[src/rtl/idxwin_pkg.sv]
package idxwin_pkg;

   localparam int unsigned WORD_W    = 32;
   localparam int unsigned WIN_LO    = 4;
   localparam int unsigned SPACE_LO  = 8;

   typedef enum logic [2:0] {
      K_INDEX,
      K_MEM,
      K_MEM_OUT,
      K_RF,
      K_FIFO,
      K_NULL
   } kind_e;

   typedef enum logic [1:0] {
      S_IDLE,
      S_EXEC,
      S_MWAIT,
      S_RESP
   } state_e;

   function automatic logic [2:0] size_bytes(input logic [1:0] code);
      case (code)
         2'd0:    size_bytes = 3'd1;
         2'd1:    size_bytes = 3'd2;
         default: size_bytes = 3'd4;
      endcase
   endfunction

endpackage

[src/rtl/idxwin_lane.sv]
module idxwin_lane #(
   parameter int unsigned DW = 32,
   localparam int unsigned LANES = DW / 8,
   localparam int unsigned OW = $clog2(LANES),
   localparam int unsigned NW = OW + 1
) (
   input  logic [DW-1:0] word_i,
   input  logic [OW-1:0] off_i,
   input  logic [NW-1:0] nb_i,
   input  logic [DW-1:0] wdata_i,
   output logic [DW-1:0] rd_o,
   output logic [DW-1:0] merged_o,
   output logic [DW-1:0] fld_mask_o
);
   logic [DW-1:0]   pos_mask;
   logic [OW+2:0]   shamt;

   for (genvar k = 0; k < LANES; k++) begin : g_lane
      assign fld_mask_o[k*8 +: 8] = (NW'(k) < nb_i) ? 8'hFF : 8'h00;
   end

   assign shamt    = {off_i, 3'b000};
   assign pos_mask = fld_mask_o << shamt;
   assign rd_o     = (word_i >> shamt) & fld_mask_o;
   assign merged_o = (word_i & ~pos_mask) | ((wdata_i << shamt) & pos_mask);
endmodule

[src/rtl/idxwin_route.sv]
module idxwin_route
   import idxwin_pkg::*;
#(
   parameter int unsigned REG_BYTES = 16384,
   parameter longint unsigned MEM_BYTES = 64'd16777216,
   parameter logic [31:0] FIFO_ADDR = 32'h0000_0740,
   parameter bit          FIFO_EN   = 1'b1,
   localparam int unsigned RAW = $clog2(REG_BYTES)
) (
   input  logic [RAW-1:0] addr_i,
   input  logic [31:0]    index_i,
   input  logic [2:0]     nb_i,
   output kind_e          kind_o,
   output logic [31:0]    tgt_o
);
   logic        is_index, is_win, is_fifo, mem_fit, out_space;
   logic [32:0] mem_end;

   assign is_index = (32'(addr_i) < WIN_LO);
   assign is_win   = !is_index && (32'(addr_i) < SPACE_LO);
   assign tgt_o    = is_win ? (index_i + {30'd0, addr_i[1:0]}) : 32'(addr_i);

   assign mem_end  = {2'b00, index_i[30:0]} + 33'(nb_i);
   assign mem_fit  = (mem_end <= 33'(MEM_BYTES));
   assign out_space = (tgt_o < SPACE_LO) || (tgt_o >= REG_BYTES);

   if (FIFO_EN) begin : g_fifo
      assign is_fifo = (tgt_o[31:2] == FIFO_ADDR[31:2]);
   end else begin : g_nofifo
      assign is_fifo = 1'b0;
   end

   always_comb begin
      if (is_index)                  kind_o = K_INDEX;
      else if (is_win && index_i[31]) kind_o = mem_fit ? K_MEM : K_MEM_OUT;
      else if (out_space)            kind_o = K_NULL;
      else if (is_fifo)              kind_o = K_FIFO;
      else                           kind_o = K_RF;
   end
endmodule

[src/rtl/idxwin_top.sv]
module idxwin_top
   import idxwin_pkg::*;
#(
   parameter int unsigned     REG_BYTES    = 16384,
   parameter longint unsigned MEM_BYTES    = 64'd16777216,
   parameter logic [31:0]     FIFO_ADDR    = 32'h0000_0740,
   parameter bit              FIFO_EN      = 1'b1,
   parameter logic [31:0]     FREE_ENTRIES = 32'd64,
   localparam int unsigned RAW = $clog2(REG_BYTES),
   localparam int unsigned MAW = $clog2(MEM_BYTES)
) (
   input  logic           clk,
   input  logic           rst_n,
   input  logic           req_valid,
   output logic           req_ready,
   input  logic           req_write,
   input  logic [RAW-1:0] req_addr,
   input  logic [1:0]     req_size,
   input  logic [31:0]    req_wdata,
   output logic           rsp_valid,
   input  logic           rsp_ready,
   output logic [31:0]    rsp_rdata,
   output logic           mem_req,
   output logic           mem_we,
   output logic [MAW-1:0] mem_addr,
   output logic [3:0]     mem_be,
   output logic [31:0]    mem_wdata,
   input  logic [31:0]    mem_rdata,
   output logic [RAW-3:0] rf_addr,
   input  logic [31:0]    rf_rdata,
   output logic           rf_we,
   output logic [31:0]    rf_wdata
);
   if (REG_BYTES < 16 || (1 << RAW) != REG_BYTES) begin : g_chk_reg
      $error("REG_BYTES must be a power of two of at least 16");
   end
   if (MEM_BYTES < 4 || MEM_BYTES > 64'h8000_0000 || (64'd1 << MAW) != MEM_BYTES) begin : g_chk_mem
      $error("MEM_BYTES must be a power of two between 4 and 2^31");
   end
   if (FIFO_EN && (FIFO_ADDR[1:0] != 2'b00 || FIFO_ADDR < SPACE_LO || FIFO_ADDR >= REG_BYTES)) begin : g_chk_fifo
      $error("FIFO_ADDR must be word aligned inside the register space above the window");
   end

   state_e         st;
   logic [31:0]    index_q;
   logic [31:0]    rsp_q;
   logic           cap_write;
   logic [RAW-1:0] cap_addr;
   logic [2:0]     cap_nb;
   logic [31:0]    cap_wdata;

   kind_e          kind;
   logic [31:0]    tgt;
   logic [31:0]    lane_word, lane_rd, lane_merged, lane_mask;

   idxwin_route #(
      .REG_BYTES (REG_BYTES),
      .MEM_BYTES (MEM_BYTES),
      .FIFO_ADDR (FIFO_ADDR),
      .FIFO_EN   (FIFO_EN)
   ) u_route (
      .addr_i  (cap_addr),
      .index_i (index_q),
      .nb_i    (cap_nb),
      .kind_o  (kind),
      .tgt_o   (tgt)
   );

   always_comb begin
      case (kind)
         K_INDEX: lane_word = index_q;
         K_FIFO:  lane_word = FREE_ENTRIES;
         default: lane_word = rf_rdata;
      endcase
   end

   idxwin_lane #(.DW(WORD_W)) u_lane (
      .word_i     (lane_word),
      .off_i      (tgt[1:0]),
      .nb_i       (cap_nb),
      .wdata_i    (cap_wdata),
      .rd_o       (lane_rd),
      .merged_o   (lane_merged),
      .fld_mask_o (lane_mask)
   );

   for (genvar k = 0; k < 4; k++) begin : g_be
      assign mem_be[k] = lane_mask[k*8];
   end

   assign req_ready = (st == S_IDLE);
   assign rsp_valid = (st == S_RESP);
   assign rsp_rdata = rsp_q;

   assign mem_req   = (st == S_EXEC) && (kind == K_MEM);
   assign mem_we    = cap_write;
   assign mem_addr  = index_q[MAW-1:0];
   assign mem_wdata = cap_wdata & lane_mask;

   assign rf_addr   = tgt[RAW-1:2];
   assign rf_we     = (st == S_EXEC) && (kind == K_RF) && cap_write;
   assign rf_wdata  = lane_merged;

   always_ff @(posedge clk) begin
      if (!rst_n) begin
         st        <= S_IDLE;
         index_q   <= '0;
         rsp_q     <= '0;
         cap_write <= 1'b0;
         cap_addr  <= '0;
         cap_nb    <= 3'd4;
         cap_wdata <= '0;
      end else begin
         case (st)
            S_IDLE: begin
               if (req_valid) begin
                  cap_write <= req_write;
                  cap_addr  <= req_addr;
                  cap_nb    <= size_bytes(req_size);
                  cap_wdata <= req_wdata;
                  st        <= S_EXEC;
               end
            end
            S_EXEC: begin
               case (kind)
                  K_INDEX: begin
                     if (cap_write) index_q <= lane_merged;
                     rsp_q <= cap_write ? 32'd0 : lane_rd;
                     st    <= S_RESP;
                  end
                  K_MEM: begin
                     rsp_q <= 32'd0;
                     st    <= cap_write ? S_RESP : S_MWAIT;
                  end
                  K_RF, K_FIFO: begin
                     rsp_q <= cap_write ? 32'd0 : lane_rd;
                     st    <= S_RESP;
                  end
                  default: begin
                     rsp_q <= 32'd0;
                     st    <= S_RESP;
                  end
               endcase
            end
            S_MWAIT: begin
               rsp_q <= mem_rdata & lane_mask;
               st    <= S_RESP;
            end
            default: begin
               if (rsp_ready) st <= S_IDLE;
            end
         endcase
      end
   end

   // response is held while the host stalls
   assert_rsp_hold_R9: assert property (@(posedge clk) disable iff (!rst_n)
      rsp_valid && !rsp_ready |=> rsp_valid && $stable(rsp_rdata));

   // acceptance closes the request side until the response is taken
   assert_single_R9: assert property (@(posedge clk) disable iff (!rst_n)
      req_valid && req_ready |=> !req_ready);

   assert_write_zero_R9: assert property (@(posedge clk) disable iff (!rst_n)
      rsp_valid && cap_write |-> rsp_rdata == 32'd0);

   assert_mem_bound_R3: assert property (@(posedge clk) disable iff (!rst_n)
      mem_req |-> ({1'b0, index_q[30:0]} + 32'(cap_nb)) <= 32'(MEM_BYTES));

   assert_mem_sel_R2: assert property (@(posedge clk) disable iff (!rst_n)
      mem_req |-> index_q[31] && !rf_we);

   assert_no_loop_R8: assert property (@(posedge clk) disable iff (!rst_n)
      rf_we |-> rf_addr >= (RAW-2)'(2));
endmodule

[config.mk]
export PLATFORM = sky130hd
export DESIGN_NAME = idxwin_top
export DESIGN_NICKNAME = d
export VERILOG_FILES = /design/src/rtl/idxwin_pkg.sv /design/src/rtl/idxwin_lane.sv /design/src/rtl/idxwin_route.sv /design/src/rtl/idxwin_top.sv
export SDC_FILE = /design/constraint.sdc
export NUM_CORES = 1
export LEC_CHECK = 0
export ABC_AREA = 1
export BUFFER_PORTS_ARGS = -buffer_cell sky130_fd_sc_hd__buf_2
export CELL_PAD_IN_SITES_DETAIL_PLACEMENT = 1
export CELL_PAD_IN_SITES_GLOBAL_PLACEMENT = 1
export CORE_MARGIN = 1.5
export CORE_UTILIZATION = 38
export CTS_CLUSTER_SIZE = 24
export DETAILED_ROUTE_END_ITERATION = 7
export PLACE_DENSITY = 0.88
export SLEW_MARGIN = 10
export SYNTH_ARGS = -nofsm -noshare
export SYNTH_HDL_FRONTEND = slang
export SYNTH_SLANG_ARGS = --single-unit
[constraint.sdc]
create_clock -name clk -period 4.3 [get_ports clk]
set_input_delay 0.43 -clock clk [delete_from_list [all_inputs] [get_ports clk]]
set_output_delay 0.43 -clock clk [all_outputs]
set_load 0.005 [all_outputs]
==> results of run 1 <==
-- logic make-up (layout without fill, tap and decap cells) --
kind of cell	after synthesis	count (layout)	share of synthesized area
flip-flops	116	116	0.256
AO/OA/AOI/OAI	330	330	0.200
AND/OR/NAND/NOR	788	788	0.367
XOR/XNOR	20	20	0.0193
adder cells (fa/ha/maj)	11	11	0.0168
buffers and inverters	306	532	0.142
-- repair_timing --
| action | in CTS | in global routing |
|---|---|---|
| pin swaps | 0 | 4 |
| setup endpoints to repair | 1 | 32 |
| hold endpoints to repair | 0 | 0 |
| gates resized for setup | 1 | 28 |
| buffers inserted | 0 | 1 |
-- Yosys cell counts, drive strengths merged (10+ instances only) --
| master | instances | area [sq um] |
|---|---|---|
| nand2 | 385 | 1470 |
| nor2 | 242 | 1010 |
| inv | 205 | 772 |
| o21ai | 164 | 821 |
| nand3 | 141 | 726 |
| dfxtp | 116 | 2320 |
| a21oi | 97 | 489 |
| clkbuf | 50 | 188 |
| buf | 48 | 317 |
| a31oi | 32 | 200 |
| xor2 | 20 | 175 |
| nand4 | 10 | 62.6 |
-- state kept, by name, indices dropped and copies added (netlist names) --
signal,count
cap_addr,14
cap_nb,3
cap_wdata,32
index_q,32
mem_we,1
rsp_rdata,32
st,2
-- cell usage in the layout (no fill, tap or decap), drive strengths merged, types with 10 or more instances in the layout --
cell type / netlist / layout
xor2: 20 / 20
a21oi: 97 / 97
nand2: 385 / 385
a31oi: 32 / 32
clkbuf: 50 / 17
nand3: 141 / 141
o21ai: 164 / 164
buf: 48 / 292
dfxtp: 116 / 116
nor2: 242 / 242
inv: 205 / 213
nand4: 10 / 10
-- tightest hold or removal path: stages --
cell,delay (ps)
buf_2,70
o21ai_0,70
nor2_1,80
-- metal layers --
| metal | global-route usage | wire, microns | up-vias |
|---|---|---|---|
| met3 | 0.0501 | 3220 | 131 |
| met2 | 0.595 | 21100 | 623 |
| met5 | 0 | 11 | - |
| met4 | 0.194 | 2400 | 2 |
| li1 | - | - | 5442 |
| met1 | 0.474 | 19000 | 5578 |
-- power by group through the flow --
stage,Clock [mW],Combinational [mW],Sequential (mW)
after global placement,0,3.63,1.50
after CTS,1.57,3.74,1.50
after detailed placement,0,3.70,1.51
after global routing,1.62,4.20,1.53
after floorplan,0,2.21,1.47
final,1.58,3.89,1.50
-- through the flow --
step,cells,setup WS [ps],total power [mW]
after global placement,2083,446,5.13
after CTS,2115,8.23,6.81
after detailed placement,2083,436,5.21
final,2116,88.5,6.97
after global routing,2116,-9.44,7.35
after floorplan,1571,1320,3.68
-- layout make-up --
| class | count | area (sq um) | area share |
|---|---|---|---|
| Clock buffer | 17 | 425 | 0.0378 |
| Inverter | 208 | 786 | 0.0698 |
| Timing Repair Buffer | 292 | 1560 | 0.139 |
| Sequential cell | 116 | 2330 | 0.207 |
| Clock inverter | 15 | 185 | 0.0164 |
| Tap cell | 319 | 399 | 0.0354 |
| Multi-Input combinational cell | 1149 | 5580 | 0.495 |
-- how the worst max path moves through the flow --
stage	from	endpoint
floorplan	index_q[0]	rf_wdata[24]
global route	index_q[0]	rf_wdata[15]
finish	cap_addr[9]	rf_wdata[16]
CTS	index_q[0]	rf_wdata[21]
global placement	index_q[0]	rf_wdata[19]
detailed placement	index_q[0]	rf_wdata[19]
==> results.yml, run 1 <==
worst_hold_path:
  hp-class: "in -> reg"
  holdPathStages: 3
  hold_path_end: "cap_wdata[28]"
  min-delay-start: "req_wdata[28]"
worst_setup_path:
  path_delay_family: "simple AND/OR/NAND/NOR gates"
  cp-start-kind: "flip-flop"
  reg2reg_depth: 18
  worstPathMaxFanout: 18
  crit_buf_inv: 5
  end_kind: "output port"
  r2r_slack_ps: 730
  arrival_ps: 3780
  cp_cell_sequence: "inv_1 -> nand2_1 -> nor2_2 -> nand3_2 -> or2_1 -> o21a_1 -> buf_4 -> nor2_2 -> clkinv_1 -> o221ai_1 -> nand2_1 -> a21boi_1 -> inv_1 -> buf_2"
  slowest_delay_ps: 490
  cp_num_cells: 14
  cp_slowest_cell: "o221ai_1"
  required_ps: 3870
  crit_type: "reg -> out"
  r2r-end: "rsp_rdata[1]"
  r2r-start: "index_q[6]"
power_and_ir_drop:
  sw_frac_of_total: 0.507
  powerDensity_nw_per_um2: 619
  p_int_mw: 3.44
  comb_power_share: 0.558
  p_switching_mw: 3.53
  seqPwrFrac: 0.216
  ir_drop_uv: 539
  cellLeakagePower_nw: 5.60
  power_frac_clock: 0.226
sta:
  slew_headroom: 0.420
  fmaxAchievable_ghz: 0.237
  fin_crit_sh: 0.979
  fin_worst_skew_ps: 15.8
  holdWs_ps: 238
  finalSetupViolations: 0
  min_period_ps: 4210
  tns_ps: 0
  worst_slew_pin_slew_ps: 869
  finalHoldViolCount: 0
  slew_violations: 0
layout:
  final_area_sq_um: 11300
  n_antenna_cell: 0
  layout.nets: 1912
  final_util: 0.480
  layout-drive-gt1-share: 0.217
  fillers: 3361
  syn_to_final_growth_pct: 24.0
global_route:
  grt_usage: 0.367
  antenna_found_initial: 1
  grt_remaining_overflow: 0
  grt_pass1_wl_microns: 68300
  grt_max_degree: 83
  grt_pass1_vias: 11581
logic_synthesis:
  ys_types: 39
  synth-edff-count: 0
  synthFlopType: "dfxtp_1"
  yosysSeqAreaShare: 0.256
  synth_fp_nets: 1699
  syn_inst: 1571
  synth.ff_latch_count: 116
  syn_area_sq_um: 9080
  synthArstFlopShare: 0
  avgSynthCellArea_sq_um: 5.78
  yosysWarnings: 0
clock_network:
  root_buffer: "clkbuf_16"
  cts_hold_buf: 0
  numCtsBuffers: 17
  clockBufferDepth: 2
  cts.sinks: 116
  clock_latency_ps: 450
  clk_pin_slew_ps: 80
  htree_levels: 4
  cts_tree: "built"
drt:
  vias_per_cell: 5.57
  drtIter0Drc: 1128
  drt_wl_total_microns: 45700
  drtAntennaViolNets: 0
  vias: 11776
  drt-pass1-iter-count: 5
  drcViolationCount: 0
  wire_per_inst_microns: 21.6
die:
  ioPinCount: 258
  dieArea_sq_um: 24800
  core_sq_um: 23500
  rows: 56
  fp.dieH_microns: 158
  die_w_microns: 158
  start_util: 0.387
place:
  port_buffers: 257
  place.gp.congestion: 0.994
  hpwl_microns: 35900
  placed_cell_area_sq_um: 10500
flow_run:
  max_cap_viol_count: 0
run_status:
  status: "finished, final reports clean"
(Power assumes the default switching activity.)
==> run 2: changes to the inputs <==
--- a/constraint.sdc
+++ b/constraint.sdc
@@ -3,2 +3,2 @@
 set_output_delay 0.43 -clock clk [all_outputs]
-set_load 0.005 [all_outputs]
+set_load 0.01 [all_outputs]
==> run 2 against run 1 <==
Hold slack better by 12 ps. Non-clock buffer count is 1 lower. Clock skew hardly changed. Global-route usage is 1.3 points lower. Setup slack better by 41 ps. Sequential share of layout area hardly changed. Cell count is 0.24% higher. Die area stayed put. Largest power group unchanged. Highest routed layer unchanged.
==> results.yml, run 2 (synthesis gave the netlist of run 1 again) <==
global_route:
  antenna_found_initial: 5
  grt_max_degree: 83
  grt_pass1_vias: 11544
  grt_pass1_wl_microns: 66600
  grt_usage: 0.355
  grt_remaining_overflow: 0
sta:
  worst_slew_pin_slew_ps: 850
  finalHoldViolCount: 0
  tns_ps: 0
  fin_crit_sh: 0.970
  slew_violations: 0
  finalSetupViolations: 0
  fin_worst_skew_ps: 16.1
  min_period_ps: 4170
  slew_headroom: 0.433
  holdWs_ps: 250
  fmaxAchievable_ghz: 0.240
die:
  ioPinCount: 258
  dieArea_sq_um: 24800
  die_w_microns: 158
  fp.dieH_microns: 158
  core_sq_um: 23500
  start_util: 0.387
  rows: 56
clock_network:
  clock_latency_ps: 440
  clockBufferDepth: 2
  cts_hold_buf: 0
  numCtsBuffers: 17
  cts_tree: "built"
  cts.sinks: 116
  htree_levels: 4
  clk_pin_slew_ps: 60
  root_buffer: "clkbuf_16"
worst_setup_path:
  cp_num_cells: 18
  slowest_delay_ps: 430
  reg2reg_depth: 20
  required_ps: 3870
  end_kind: "output port"
  worstPathMaxFanout: 5
  cp_cell_sequence: "ha_1 -> inv_1 -> fa_1 -> inv_1 -> nand2_1 -> nand2_1 -> nand2_1 -> nor2_1 -> nand3_1 -> xor2_1 -> nor2_1 -> nand2_1 -> nor2_1 -> nand3_1 -> nand3_1 -> nand4_1 -> nor2_1 -> buf_2"
  crit_type: "reg -> out"
  setup.worst_path.start: "cap_nb[0]"
  endpoint: "mem_req"
  cp-start-kind: "flip-flop"
  path_delay_family: "simple AND/OR/NAND/NOR gates"
  crit_buf_inv: 3
  r2r_slack_ps: 830
  arrival_ps: 3740
  cp_slowest_cell: "dfxtp_1"
  r2r-start: "index_q[10]"
  r2r-end: "rsp_rdata[0]"
layout:
  syn_to_final_growth_pct: 23.8
  final_cell_mix: "nand2_1, buf_2, nor2_1"
  layout_commonest_cell: "nand2_1"
  layout-drive-gt1-share: 0.214
  multiInputGateArea_sq_um: 5560
  seq_area_sq_um: 2320
  final_area_sq_um: 11200
  layout.nets: 1912
  fillers: 3342
power_and_ir_drop:
  sw_frac_of_total: 0.514
  ir_drop_uv: 464
  p_int_mw: 3.42
  comb_power_share: 0.570
  power_frac_clock: 0.216
  seqPwrFrac: 0.214
  p_switching_mw: 3.62
  powerDensity_nw_per_um2: 626
  cellLeakagePower_nw: 5.57
drt:
  drt_wl_total_microns: 44300
  drtAntennaViolNets: 0
  vias: 11786
  drcViolationCount: 0
  drtIter0Drc: 988
  drt-pass1-iter-count: 5
  vias_per_cell: 5.56
  wire_per_inst_microns: 20.9
worst_hold_path:
  hp-class: "in -> reg"
place:
  hpwl_microns: 34900
  place.gp.congestion: 1.06
  placed_cell_area_sq_um: 10500
  port_buffers: 257
run_status:
  status: "finished, final reports clean"
flow_run:
  max_cap_viol_count: 0
run 2: cell types whose count changed in the layout (fill, tap and decap cells not counted), sizes merged:
cell,previous run,this run
nand3,141,142
clkbuf,17,18
inv,213,211
clkinv,7,8
buf,292,291
diode,0,5
run 2: power by group through the flow:
stage | Sequential, mW | Combinational, mW | Clock (mW)
floorplan | 1.51 | 2.35 | 0
global placement | 1.51 | 3.78 | 0
detailed placement | 1.52 | 3.86 | 0
CTS | 1.50 | 3.91 | 1.52
global route | 1.52 | 4.34 | 1.56
finish | 1.51 | 4.02 | 1.52
run 2: worst min path at each step:
| stage | startpoint | end | slack [ps] | cells after the start |
|---|---|---|---|---|
| 2_1_floorplan | cap_addr[10] | cap_addr[10] | 440 | 2 |
| 3_3_place_gp | cap_addr[10] | cap_addr[10] | 460 | 2 |
| 3_5_place_dp | cap_addr[7] | cap_addr[7] | 480 | 2 |
| 4_1_cts | req_wdata[24] | cap_wdata[24] | 240 | 3 |
| 5_1_grt | req_wdata[25] | cap_wdata[25] | 270 | 3 |
| 6_report | req_wdata[24] | cap_wdata[24] | 250 | 3 |
run 2: what timing repair did:
item / CTS / global route
gates resized for setup: 3 / 18
cloned: 1 / 0
setup buffers: 3 / 0
setup endpoints to repair: 33 / 33
pin swaps: 2 / 0
run 2: worst min-delay path, stage by stage:
cell     delay, ps
buf_2           70
o21ai_0         70
nor2_1          80
run 2: through the flow:
stage                     setup WS (ps)  power, mW  utilization  cells
after floorplan                    1260       3.86            -   1571
after global placement              276       5.29        0.448   2080
after detailed placement            164       5.38        0.448   2080
after CTS                          33.8       6.93        0.476   2116
after global routing              -2.32       7.42        0.479   2118
final                               129       7.04        0.479   2121
run 2: routing by layer:
| metal | track usage | vias to the layer above | routed length (microns) |
|---|---|---|---|
| met5 | 0 | - | 12 |
| met4 | 0.168 | 2 | 1940 |
| met3 | 0.0580 | 120 | 3260 |
| met2 | 0.578 | 593 | 20500 |
| met1 | 0.456 | 5611 | 18600 |
| li1 | - | 5460 | - |
run 2: cell type report:
cell class                 instances  area share
multi-input combinational       1150       0.495
sequential                       116       0.207
timing repair buffer             291       0.138
inverter                         208      0.0699
clock buffer                      18      0.0391
tap                              319      0.0355
clock inverter                    14      0.0148
antenna                            5     0.00111
